$ cat src/rtl/lpc_sync_pkg.sv
package lpc_sync_pkg;

    localparam int LAD_W = 4;

    localparam logic [LAD_W-1:0] SYNC_READY = 4'b0000;
    localparam logic [LAD_W-1:0] SYNC_SHORT = 4'b0101;
    localparam logic [LAD_W-1:0] SYNC_LONG  = 4'b0110;
    localparam logic [LAD_W-1:0] SYNC_MORE  = 4'b1001;
    localparam logic [LAD_W-1:0] SYNC_ERROR = 4'b1010;
    localparam logic [LAD_W-1:0] SYNC_FLOAT = 4'b1111;

    typedef enum logic [2:0] {
        CYC_MEM = 3'd0,
        CYC_IO  = 3'd1,
        CYC_DMA = 3'd2,
        CYC_FWH = 3'd3,
        CYC_BM  = 3'd4
    } cyc_kind_e;

    typedef enum logic [2:0] {
        VD_WAIT,
        VD_NORESP,
        VD_DONE,
        VD_MORE,
        VD_STOP,
        VD_ERR,
        VD_BAD
    } verdict_e;

    typedef enum logic [1:0] {
        ST_IDLE,
        ST_PERIPH,
        ST_BM_WAIT,
        ST_BM_RDY
    } phase_e;

    typedef struct packed {
        logic abort;
        logic error;
        logic stop;
        logic more;
        logic done;
    } result_t;

    function automatic cyc_kind_e norm_kind(input logic [2:0] raw);
        if (raw > 3'd4) return CYC_MEM;
        return cyc_kind_e'(raw);
    endfunction

    function automatic verdict_e classify(input logic [LAD_W-1:0] code,
                                          input cyc_kind_e kind);
        verdict_e v;
        case (code)
            SYNC_READY: v = (kind == CYC_DMA) ? VD_STOP : VD_DONE;
            SYNC_SHORT,
            SYNC_LONG:  v = VD_WAIT;
            SYNC_MORE:  v = (kind == CYC_DMA) ? VD_MORE : VD_BAD;
            SYNC_ERROR: v = (kind == CYC_FWH) ? VD_BAD : VD_ERR;
            SYNC_FLOAT: v = VD_NORESP;
            default:    v = VD_BAD;
        endcase
        return v;
    endfunction

endpackage

$ cat src/rtl/lpc_sync_decode.sv
module lpc_sync_decode
    import lpc_sync_pkg::*;
(
    input  logic [LAD_W-1:0] code,
    input  cyc_kind_e        kind,
    output verdict_e         verdict,
    output logic             drops_req
);
    always_comb begin
        verdict   = classify(code, kind);
        drops_req = (kind == CYC_DMA) && ((verdict == VD_STOP) || (verdict == VD_ERR));
    end
endmodule

$ cat src/rtl/lpc_sync_timeout.sv
module lpc_sync_timeout #(
    parameter int LIMIT = 4
) (
    input  logic clk,
    input  logic rst,
    input  logic clr,
    input  logic tick,
    output logic expire
);
    localparam int CW = $clog2(LIMIT + 1);
    localparam logic [CW-1:0] LAST = CW'(LIMIT - 1);

    logic [CW-1:0] cnt;

    always_ff @(posedge clk) begin
        if (rst || clr) begin
            cnt <= '0;
        end else if (tick) begin
            cnt <= cnt + 1'b1;
        end
    end

    assign expire = tick && !clr && (cnt == LAST);
endmodule

$ cat src/rtl/lpc_sync_monitor.sv
module lpc_sync_monitor
    import lpc_sync_pkg::*;
#(
    parameter int TIMEOUT_CLKS = 4
) (
    input  logic       clk,
    input  logic       rst,
    input  logic       start,
    input  logic [2:0] cyc_kind,
    input  logic [3:0] lad_in,
    input  logic       host_rdy,
    output logic       busy,
    output logic       lad_oe,
    output logic [3:0] lad_out,
    output logic       done,
    output logic       dma_more,
    output logic       dma_stop,
    output logic       sync_err,
    output logic       abort_req,
    output logic       serr,
    output logic       dreq_off
);
    phase_e    state_q, state_d;
    cyc_kind_e kind_q, kind_d;
    result_t   res_q, res_d;
    logic      serr_q, serr_d;
    logic      dreq_q, dreq_d;

    verdict_e  verdict;
    logic      drops_req;
    logic      tmr_clr, tmr_tick, tmr_expire;

    lpc_sync_decode u_decode (
        .code      (lad_in),
        .kind      (kind_q),
        .verdict   (verdict),
        .drops_req (drops_req)
    );

    assign tmr_tick = (state_q == ST_PERIPH) && (verdict == VD_NORESP);
    assign tmr_clr  = !tmr_tick;

    lpc_sync_timeout #(.LIMIT(TIMEOUT_CLKS)) u_timeout (
        .clk    (clk),
        .rst    (rst),
        .clr    (tmr_clr),
        .tick   (tmr_tick),
        .expire (tmr_expire)
    );

    always_comb begin
        state_d = state_q;
        kind_d  = kind_q;
        res_d   = '0;
        serr_d  = 1'b0;
        dreq_d  = 1'b0;
        case (state_q)
            ST_IDLE: begin
                if (start) begin
                    kind_d  = norm_kind(cyc_kind);
                    state_d = (norm_kind(cyc_kind) == CYC_BM) ? ST_BM_WAIT : ST_PERIPH;
                end
            end
            ST_PERIPH: begin
                dreq_d = drops_req;
                case (verdict)
                    VD_WAIT: ;
                    VD_NORESP: begin
                        if (tmr_expire) begin
                            res_d.abort = 1'b1;
                            state_d     = ST_IDLE;
                        end
                    end
                    VD_DONE: begin
                        res_d.done = 1'b1;
                        state_d    = ST_IDLE;
                    end
                    VD_MORE: begin
                        res_d.more = 1'b1;
                        state_d    = ST_IDLE;
                    end
                    VD_STOP: begin
                        res_d.stop = 1'b1;
                        state_d    = ST_IDLE;
                    end
                    VD_ERR: begin
                        res_d.error = 1'b1;
                        serr_d      = 1'b1;
                        state_d     = ST_IDLE;
                    end
                    default: begin
                        res_d.abort = 1'b1;
                        state_d     = ST_IDLE;
                    end
                endcase
            end
            ST_BM_WAIT: begin
                if (host_rdy) state_d = ST_BM_RDY;
            end
            ST_BM_RDY: begin
                res_d.done = 1'b1;
                state_d    = ST_IDLE;
            end
            default: state_d = ST_IDLE;
        endcase
    end

    always_ff @(posedge clk) begin
        if (rst) begin
            state_q <= ST_IDLE;
            kind_q  <= CYC_MEM;
            res_q   <= '0;
            serr_q  <= 1'b0;
            dreq_q  <= 1'b0;
        end else begin
            state_q <= state_d;
            kind_q  <= kind_d;
            res_q   <= res_d;
            serr_q  <= serr_d;
            dreq_q  <= dreq_d;
        end
    end

    always_comb begin
        lad_oe  = (state_q == ST_BM_WAIT) || (state_q == ST_BM_RDY);
        lad_out = (state_q == ST_BM_WAIT) ? SYNC_LONG : SYNC_READY;
    end

    assign busy      = (state_q != ST_IDLE);
    assign done      = res_q.done;
    assign dma_more  = res_q.more;
    assign dma_stop  = res_q.stop;
    assign sync_err  = res_q.error;
    assign abort_req = res_q.abort;
    assign serr      = serr_q;
    assign dreq_off  = dreq_q;
endmodule

$ cat config.mk
export PLATFORM = sky130hd
export DESIGN_NAME = lpc_sync_monitor
export DESIGN_NICKNAME = d
export VERILOG_FILES = /design/src/rtl/lpc_sync_pkg.sv /design/src/rtl/lpc_sync_decode.sv /design/src/rtl/lpc_sync_timeout.sv /design/src/rtl/lpc_sync_monitor.sv
export SDC_FILE = /design/constraint.sdc
export NUM_CORES = 1
export LEC_CHECK = 0
export BUFFER_PORTS_ARGS = -buffer_cell sky130_fd_sc_hd__buf_2
export CELL_PAD_IN_SITES_DETAIL_PLACEMENT = 1
export CELL_PAD_IN_SITES_GLOBAL_PLACEMENT = 2
export CORE_MARGIN = 1
export CORE_UTILIZATION = 30
export CTS_BUF_LIST = sky130_fd_sc_hd__clkbuf_16
export CTS_CLUSTER_SIZE = 10
export DETAILED_ROUTE_END_ITERATION = 12
export HOLD_SLACK_MARGIN = 0.12
export PLACE_DENSITY = 0.9
export SKIP_LAST_GASP = 1
export SLEW_MARGIN = 25
export SYNTH_ARGS = -nofsm -noshare
export SYNTH_HDL_FRONTEND = slang
export SYNTH_SLANG_ARGS = --single-unit
$ cat constraint.sdc
create_clock -name clk -period 2.25 [get_ports clk]
set_input_delay 0 -clock clk [delete_from_list [all_inputs] [get_ports clk]]
set_output_delay 0 -clock clk [all_outputs]
set_load 0.1 [all_outputs]
==> Word level (Yosys, flattened, before mapping) <==
Index checks and enable logic that the tools add are counted.
{ "totals": {"register_bits": 14, "out_inout_bits": 13, "word_cells": 74} }
{ "op_classes": {"n_addsub": 1, "order_cmp": 1, "eq_ne": 21, "n_mux": 25, "bitwise": 1, "reduce_logical": 16} }
{ "ops": {"columns": ["op", "count"], "rows": [
  ["$mux 3", 7],
  ["$eq 3x2->1 const B", 5],
  ["$pmux 3 s5", 1],
  ["$eq 4x4->1 const B", 3],
  ["$mux 2", 5],
  ["$eq 3x3->1 const B", 3],
  ["$eq 4x3->1 const B", 2],
  ["$mux 1", 8],
  ["$pmux 2 s4", 1],
  ["$ne 2x2->1 const B", 3],
  ["$reduce_or 5->1", 1],
  ["$eq 2x2->1 const B", 2],
  ["$logic_not 4->1", 1],
  ["$pmux 1 s2", 2],
  ["$pmux 2 s2", 1],
  ["$reduce_and 4->1", 1],
  ["$reduce_or 2->1", 2],
  ["$add 3x1->3 const B", 1],
  ["$eq 3x1->1 const B", 1],
  ["$gt 3x3->1 const B", 1],
  ["$logic_and 1x1->1", 3],
  ["$logic_not 3->1", 1],
  ["$logic_or 1x1->1", 3],
  ["$ne 3x3->1 const B", 1],
  ["6 further kinds", 6]
]} }

==> Depth between registers and ports, before layout <==
Gate-level depths: netlist of the first run.
{ "logic_depth": {"depth_word": 11, "ltp_mapped": 5, "depth_no_buf": 5} }

==> Modules after synthesis <==
A second synthesis of the first run with hierarchy kept.
{ "hier_totals": {"hier_cells": 91, "area_unflattened_um2": 889.6} }
{ "modules_own_cells": {"columns": ["mod", "n_inst", "cells_per_inst", "area_each_um2"], "rows": [
  ["lpc_sync_monitor", 1, 55, 546.8],
  ["lpc_sync_decode", 1, 23, 186.4],
  ["lpc_sync_timeout", 1, 13, 156.4]
]} }

==> Worst setup path after synthesis of the first run <==
Ideal clock, no wire load.
{ "synth_path": {"path_kind": "register to output", "from": "reg state_q[1]", "to": "out lad_out[2]", "arrival_time_ps": 2422, "required_time_ps": 2250, "setup_slack_ps": -172, "path_stages_with_launch": 4, "n_path_buf": 2, "path_cell_list": "dfxtp_1 > clkbuf_1 > nor2b_1 > buf_4"} }
{ "synth_between": {"elab_chain_len": 2} }
{ "synth_lines": {"columns": ["element", "line", "text"], "rows": [
  ["start, declared", "lpc_sync_monitor.sv:23", "phase_e state_q, state_d;"],
  ["start signal, assigned", "lpc_sync_monitor.sv:116", "state_q <= state_d;"],
  ["$eq 2x2->1", "lpc_sync_monitor.sv:126", "lad_out = (state_q == ST_BM_WAIT) ? SYNC_LONG : SYNC_READY;"],
  ["$mux 3", "lpc_sync_monitor.sv:126", null],
  ["end, declared", "lpc_sync_monitor.sv:14", "output logic [3:0] lad_out,"]
]} }
Every way passes these cells.

==> Worst setup path after layout of the first run <==
{ "layout_path": {"from": "reg state_q[0]", "to": "reg res_q (netlist bit dma_more)"} }
{ "layout_between": {"elab_chain_len": 3} }
{ "layout_lines": {"columns": ["element", "line", "text"], "rows": [
  ["$eq 2x1->1", "lpc_sync_monitor.sv:57", "case (state_q)"],
  ["$not 1->1 (no line)", null, null],
  ["$reduce_or 2->1 (no line)", null, null],
  ["end signal, assigned", "lpc_sync_monitor.sv:118", "res_q <= res_d;"],
  ["end, declared", "lpc_sync_monitor.sv:25", "result_t res_q, res_d;"]
]} }
Every way passes these cells.
A chain may end at the register's enable or synchronous reset.

==> impl_metrics.env, run 1 <==
export IMPL_status="finished clean"
export IMPL_grt_ovfl_total=0
export IMPL_synth_top_cell_by_area="dfxtp_1"
export IMPL_holdCritPathClass="input pin to register"
export IMPL_power_frac_seq_pct=35.6
export IMPL_critPathLaunchType="register"
export IMPL_post_cts_buffers=0
export IMPL_gp_congestion=0.865
export IMPL_leakagePower_nw=0.467
export IMPL_die_h_um=53.5
export IMPL_routedWlPerCell_um=12.8
export IMPL_seq_area_frac_synth_pct=35.2
export IMPL_syn2layout_area_growth_pct=35.0
export IMPL_vias=786
export IMPL_synth_distinct_cells=37
export IMPL_finish_utilization_pct=43.0
export IMPL_path_buf_inv=1
export IMPL_synth_avg_cell_area_um2=8.22
export IMPL_cts_root_buf="clkbuf_16"
export IMPL_postCtsHoldBufs=11
export IMPL_cp_end_kind="register"
export IMPL_clock_power_share_pct=45.5
export IMPL_grt_usage_pct=16.5
export IMPL_die_area_mm2=0.00287
export IMPL_htree_levels=1
export IMPL_drc=0
export IMPL_finalWirelength_um=1960
export IMPL_clk_pin_slew_ns=0.05
export IMPL_die_w_um=53.5
export IMPL_final_cell_mix="buf_2 (21), dfxtp_1 (14), dlygate4sd3_1 (11), nand2_1 (10)"
export IMPL_cp_required_ns=2.44
export IMPL_max_freq_ghz=0.574
export IMPL_crit_arrival_ns=1.93
export IMPL_cts_tree="built"
export IMPL_worstSkewPairLatency_ns=0.24
export IMPL_timing_final_crit_period_ns=1.74
export IMPL_first_pass_iters=4
export IMPL_clk_path_buf_depth=2
export IMPL_cpLargestDelayFamily="simple AND/OR/NAND/NOR gates"
export IMPL_crit_type="register to register"
export IMPL_final_common_cell="buf_2"
export IMPL_fin_skew_ns=0.00412
export IMPL_report_final_slew_viol_count=0
export IMPL_synthCells=97
export IMPL_p_per_area_mw_per_mm2=678
export IMPL_cts_buffers=3
export IMPL_pwr_share_comb_pct=18.9
export IMPL_io_buffer_count=21
export IMPL_synth_area_leaders="dfxtp_1 (35%), nand2_1 (4.7%), a21oi_1 (4.4%)"
export IMPL_via_per_inst=5.14
export IMPL_synth_top_area_share_pct=35.2
export IMPL_layout_drive_gt1_share_pct=25.2
export IMPL_ir_drop_mv=0.556
export IMPL_grt_pass1_vias=743
export IMPL_synth_warning_count=0
export IMPL_grt_start_max_net_pins=14
export IMPL_p_sw_mw=0.200
export IMPL_rsz0062_at_grt="false"
export IMPL_post_cts_resized=0
export IMPL_maxCapViolations=0
export IMPL_row_count=18
export IMPL_syn_area_um2=797
export IMPL_drtAntennaViolNets=0
export IMPL_path_cells="nor3b_1 > nand2_1 > nor4_1 > dlygate4sd3_1"
export IMPL_tns_ns=0
export IMPL_num_antenna_cells=0
export IMPL_slowest_delay_ns=0.57
export IMPL_post_dp_hpwl_um=1340
export IMPL_internal_power_mw=0.529
export IMPL_cp_max_fo=7
export IMPL_finalCritPeriodShare_pct=77.4
export IMPL_synth_seq_cells=14
export IMPL_start_util_pct=31.9
export IMPL_clock_sinks=14
export IMPL_core_mm2=0.00250
export IMPL_ios=24
export IMPL_r2r_slack_ns=0.51
export IMPL_layout_nets=138
export IMPL_slowest_stage="dlygate4sd3_1"
export IMPL_finalSetupViolations=0
export IMPL_grt_pass1_wl_um=3300
export IMPL_netSwitchingFraction_pct=27.4
export IMPL_finalHoldViolations=0
export IMPL_drtIter0Drc=14
export IMPL_antenna_found_initial=0
synthesized netlist by cell type:
library cell	n
nor2b_1	2
and2_1	2
buf_2	2
o221ai_1	1
or4_4	1
nor3b_1	3
nand3b_1	3
a2111oi_0	1
or2b_1	1
nor2_1	7
a31oi_1	1
nor3_1	3
or3b_1	1
or2_2	1
a21oi_1	7
a211oi_1	1
inv_1	3
a22o_1	1
nand3_1	1
o21ai_0	5
buf_4	4
o311ai_2	1
or3b_4	1
nand2b_1	2
clkbuf_1	4
and3_1	1
nand2_1	10
o211ai_1	1
nand3_2	1
nor4bb_1	2
nor4_1	2
and3b_1	2
xnor2_1	1
ha_1	2
a32o_2	1
dfxtp_1	14
conb_1	1
power by group through the flow:
stage	registers, mW	clock network (mW)	logic (mW)
finish	0.260	0.332	0.138
global route	0.260	0.363	0.147
CTS	0.259	0.341	0.136
detailed placement	0.264	0	0.123
global placement	0.264	0	0.121
floorplan	0.271	0	0.0938
logic make-up after synthesis:
logic type | count (synthesis) | share of synthesized area, %
simple gates | 46 | 34.9
compound gates | 20 | 17.0
flops | 14 | 35.2
buf+inv | 13 | 8.32
fa+ha+maj | 2 | 3.14
xor+xnor | 1 | 1.10
other cells | 1 | 0.471
worst paths after layout:
kind,start,endpoint,cells past startpoint
worst min-delay path,cyc_kind[2],kind_q[2],4
worst max register to register,state_q[0],dma_more,4
worst min register to register,kind_q[1],kind_q[1],2
worst max-delay path,state_q[0],dma_more,4
per-layer routing:
layer / GRT usage (%) / vias up / routed length [um]
met5: 0 / - / 0
met3: 5.93 / 5 / 101
met4: 6.58 / 0 / 25
met2: 29.2 / 24 / 933
li1: - / 390 / -
met1: 17.8 / 367 / 898
final cells by class:
cell class | instances | area, um2
clock buffer | 3 | 75.1
fill | 306 | 1420
inverter | 3 | 11.3
multi-input combinational | 71 | 457
sequential | 14 | 280
tap | 30 | 37.5
timing repair buffer | 32 | 215
flip-flops by register name, summed over array words and instances, names as in the netlist:
signal and count:
serr 1, done 1, state_q 2, dreq_off 1, u_timeout.cnt 3, abort_req 1, dma_stop 1, kind_q 3
dma_more 1
worst register-to-register path, stage by stage, from the launching register on:
cell and delay (ns):
dfxtp_1 0.44, nor3b_1 0.42, nand2_1 0.09, nor4_1 0.16, dlygate4sd3_1 0.57
metrics by stage:
step / std cells / hold WS (ns) / setup WS [ns] / cell area (um2) / power [mW]
2_1_floorplan: 98 / 0.164 / 0.411 / 803 / 0.365
3_3_place_gp: 139 / 0.270 / 0.765 / 891 / 0.385
3_5_place_dp: 139 / 0.279 / 0.729 / 891 / 0.387
4_1_cts: 153 / 0.204 / 0.529 / 1080 / 0.737
5_1_grt: 153 / 0.255 / 0.439 / 1080 / 0.769
6_report: 153 / 0.207 / 0.509 / 1080 / 0.729
No activity file was read; power rests on OpenSTA's default activity.
==> inputs of run 2 (changes only) <==
--- a/config.mk
+++ b/config.mk
@@ -9,12 +9,12 @@
 export CELL_PAD_IN_SITES_DETAIL_PLACEMENT = 1
 export CELL_PAD_IN_SITES_GLOBAL_PLACEMENT = 2
 export CORE_MARGIN = 1
-export CORE_UTILIZATION = 30
+export CORE_UTILIZATION = 25
 export CTS_BUF_LIST = sky130_fd_sc_hd__clkbuf_16
 export CTS_CLUSTER_SIZE = 10
 export DETAILED_ROUTE_END_ITERATION = 12
 export HOLD_SLACK_MARGIN = 0.12
-export PLACE_DENSITY = 0.9
+export PLACE_DENSITY = 0.81
 export SKIP_LAST_GASP = 1
 export SLEW_MARGIN = 25
 export SYNTH_ARGS = -nofsm -noshare
==> constraint.sdc (replaced) <==
create_clock -name clk -period 1.4 [get_ports clk]
set_input_delay 0 -clock clk [delete_from_list [all_inputs] [get_ports clk]]
set_output_delay 0 -clock clk [all_outputs]
set_load 0.1 [all_outputs]
==> impl_metrics.env, run 2 (synthesis results as in run 1) <==
export IMPL_die_h_um=58.5
export IMPL_antenna_found_initial=0
export IMPL_crit_type="register to register"
export IMPL_layout_drive_gt1_share_pct=36.1
export IMPL_rsz0062_at_grt="true"
export IMPL_ir_drop_mv=0.468
export IMPL_final_common_cell="buf_2"
export IMPL_drtIter0Drc=2
export IMPL_row_count=20
export IMPL_report_final_slew_viol_count=0
export IMPL_dp_cells=163
export IMPL_finalHoldViolations=0
export IMPL_crit_arrival_ns=1.68
export IMPL_cts_tree="built"
export IMPL_hold_ws_ns=0.198
export IMPL_gp_congestion=0.821
export IMPL_p_per_area_mw_per_mm2=1010
export IMPL_ios=24
export IMPL_clock_sinks=14
export IMPL_syn2layout_area_growth_pct=51.8
export IMPL_start_util_pct=26.3
export IMPL_die_area_mm2=0.00342
export IMPL_violations="setup timing"
export IMPL_vias=802
export IMPL_timing_final_crit_period_ns=1.49
export IMPL_fin_cells=177
export IMPL_holdCritPathClass="input pin to register"
export IMPL_fin_skew_ns=0.00313
export IMPL_via_per_inst=4.53
export IMPL_core_mm2=0.00303
export IMPL_grt_start_max_net_pins=14
export IMPL_p_total_mw=1.22
export IMPL_layout_nets=148
export IMPL_cts_buffers=3
export IMPL_htree_levels=1
export IMPL_top_regs="kind_q: 3 flops, u_timeout.cnt: 3 flops, state_q: 2 flops"
export IMPL_cts_root_buf="clkbuf_16"
export IMPL_routedWlPerCell_um=12.7
export IMPL_status="finished with violations"
export IMPL_grt_pass1_vias=839
export IMPL_setup_slack_ns=-0.0856
export IMPL_io_buffer_count=21
export IMPL_grt_usage_pct=15.4
export IMPL_num_antenna_cells=0
export IMPL_clk_path_buf_depth=2
export IMPL_critPathLaunchType="register"
export IMPL_first_pass_iters=3
export IMPL_grt_ovfl_total=0
export IMPL_grt_pass1_wl_um=3780
export IMPL_leakagePower_nw=0.519
export IMPL_fill_cells=370
export IMPL_finalSetupViolations=6
export IMPL_finalWirelength_um=2260
export IMPL_final_cell_mix="buf_2 (21), dfxtp_1 (11), buf_4 (11), nand2_1 (10), dlygate4sd3_1 (10)"
export IMPL_drtAntennaViolNets=0
export IMPL_maxCapViolations=0
export IMPL_cp_required_ns=1.59
export IMPL_max_freq_ghz=0.673
export IMPL_worstSkewPairLatency_ns=0.25
export IMPL_cp_max_fo=5
export IMPL_finalCritPeriodShare_pct=106
export IMPL_die_w_um=58.5
export IMPL_cp_end_kind="register"
export IMPL_drc=0
export IMPL_clk_pin_slew_ns=0.05
export IMPL_post_dp_hpwl_um=1570
run 2: timing repair:
action	4_1_cts	5_1_grt
buffers inserted	1	0
pin swaps	0	2
gates resized for setup	5	3
setup endpoints to repair	6	7
gates cloned	0	0
endpoints found under the hold margin	9	0
hold buffers	10	0
run 2: power by group:
group	switching, mW	total [mW]	internal (mW)
sequential	0.00584	0.415	0.409
combinational	0.167	0.256	0.0890
clock	0.173	0.548	0.374
total	0.346	1.22	0.872
run 2: cell type report:
| type | instances | area [um2] | share of cell area [%] |
|---|---|---|---|
| clock buffers | 3 | 75.1 | 6.20 |
| repair buffers | 42 | 288 | 23.8 |
| inverters | 3 | 11.3 | 0.931 |
| multi-input cells | 71 | 497 | 41.1 |
| well taps | 44 | 55.1 | 4.55 |
| flip-flops and latches | 14 | 284 | 23.5 |
run 2: worst max-delay path, cell delays in order (launching register included):
cell and delay [ns]:
dfxtp_2 0.33, or3b_4 0.39, or4_4 0.44, nand3_4 0.11
and3b_1 0.16
run 2: worst paths after layout:
check	cells past startpoint	from	slack, ns	endpoint
worst min-delay path	4	lad_in[2]	0.20	dma_stop
worst max-delay path	4	kind_q[1]	-0.09	u_timeout.cnt[0]
worst max register to register	4	kind_q[1]	-0.09	u_timeout.cnt[0]
worst min register to register	2	kind_q[1]	0.48	kind_q[1]
run 2: metrics by stage:
| step | util, % | instance area, um2 | setup TNS [ns] | setup slack [ns] |
|---|---|---|---|---|
| 2_1_floorplan | - | 813 | -0.114 | -0.0362 |
| 3_3_place_gp | 32.7 | 990 | -0.286 | -0.0720 |
| 3_5_place_dp | 32.7 | 990 | -0.636 | -0.177 |
| 4_1_cts | 39.3 | 1190 | -0.482 | -0.0995 |
| 5_1_grt | 40.0 | 1210 | -0.810 | -0.153 |
| 6_report | 40.0 | 1210 | -0.437 | -0.0856 |
run 2: layer usage:
metal / global-route usage (%) / up-vias / share of wire (%)
li1: - / 409 / -
met1: 16.1 / 371 / 43
met2: 27.3 / 17 / 51
met3: 4.84 / 5 / 3.8
met4: 9.18 / 0 / 2.7
met5: 0 / - / 0
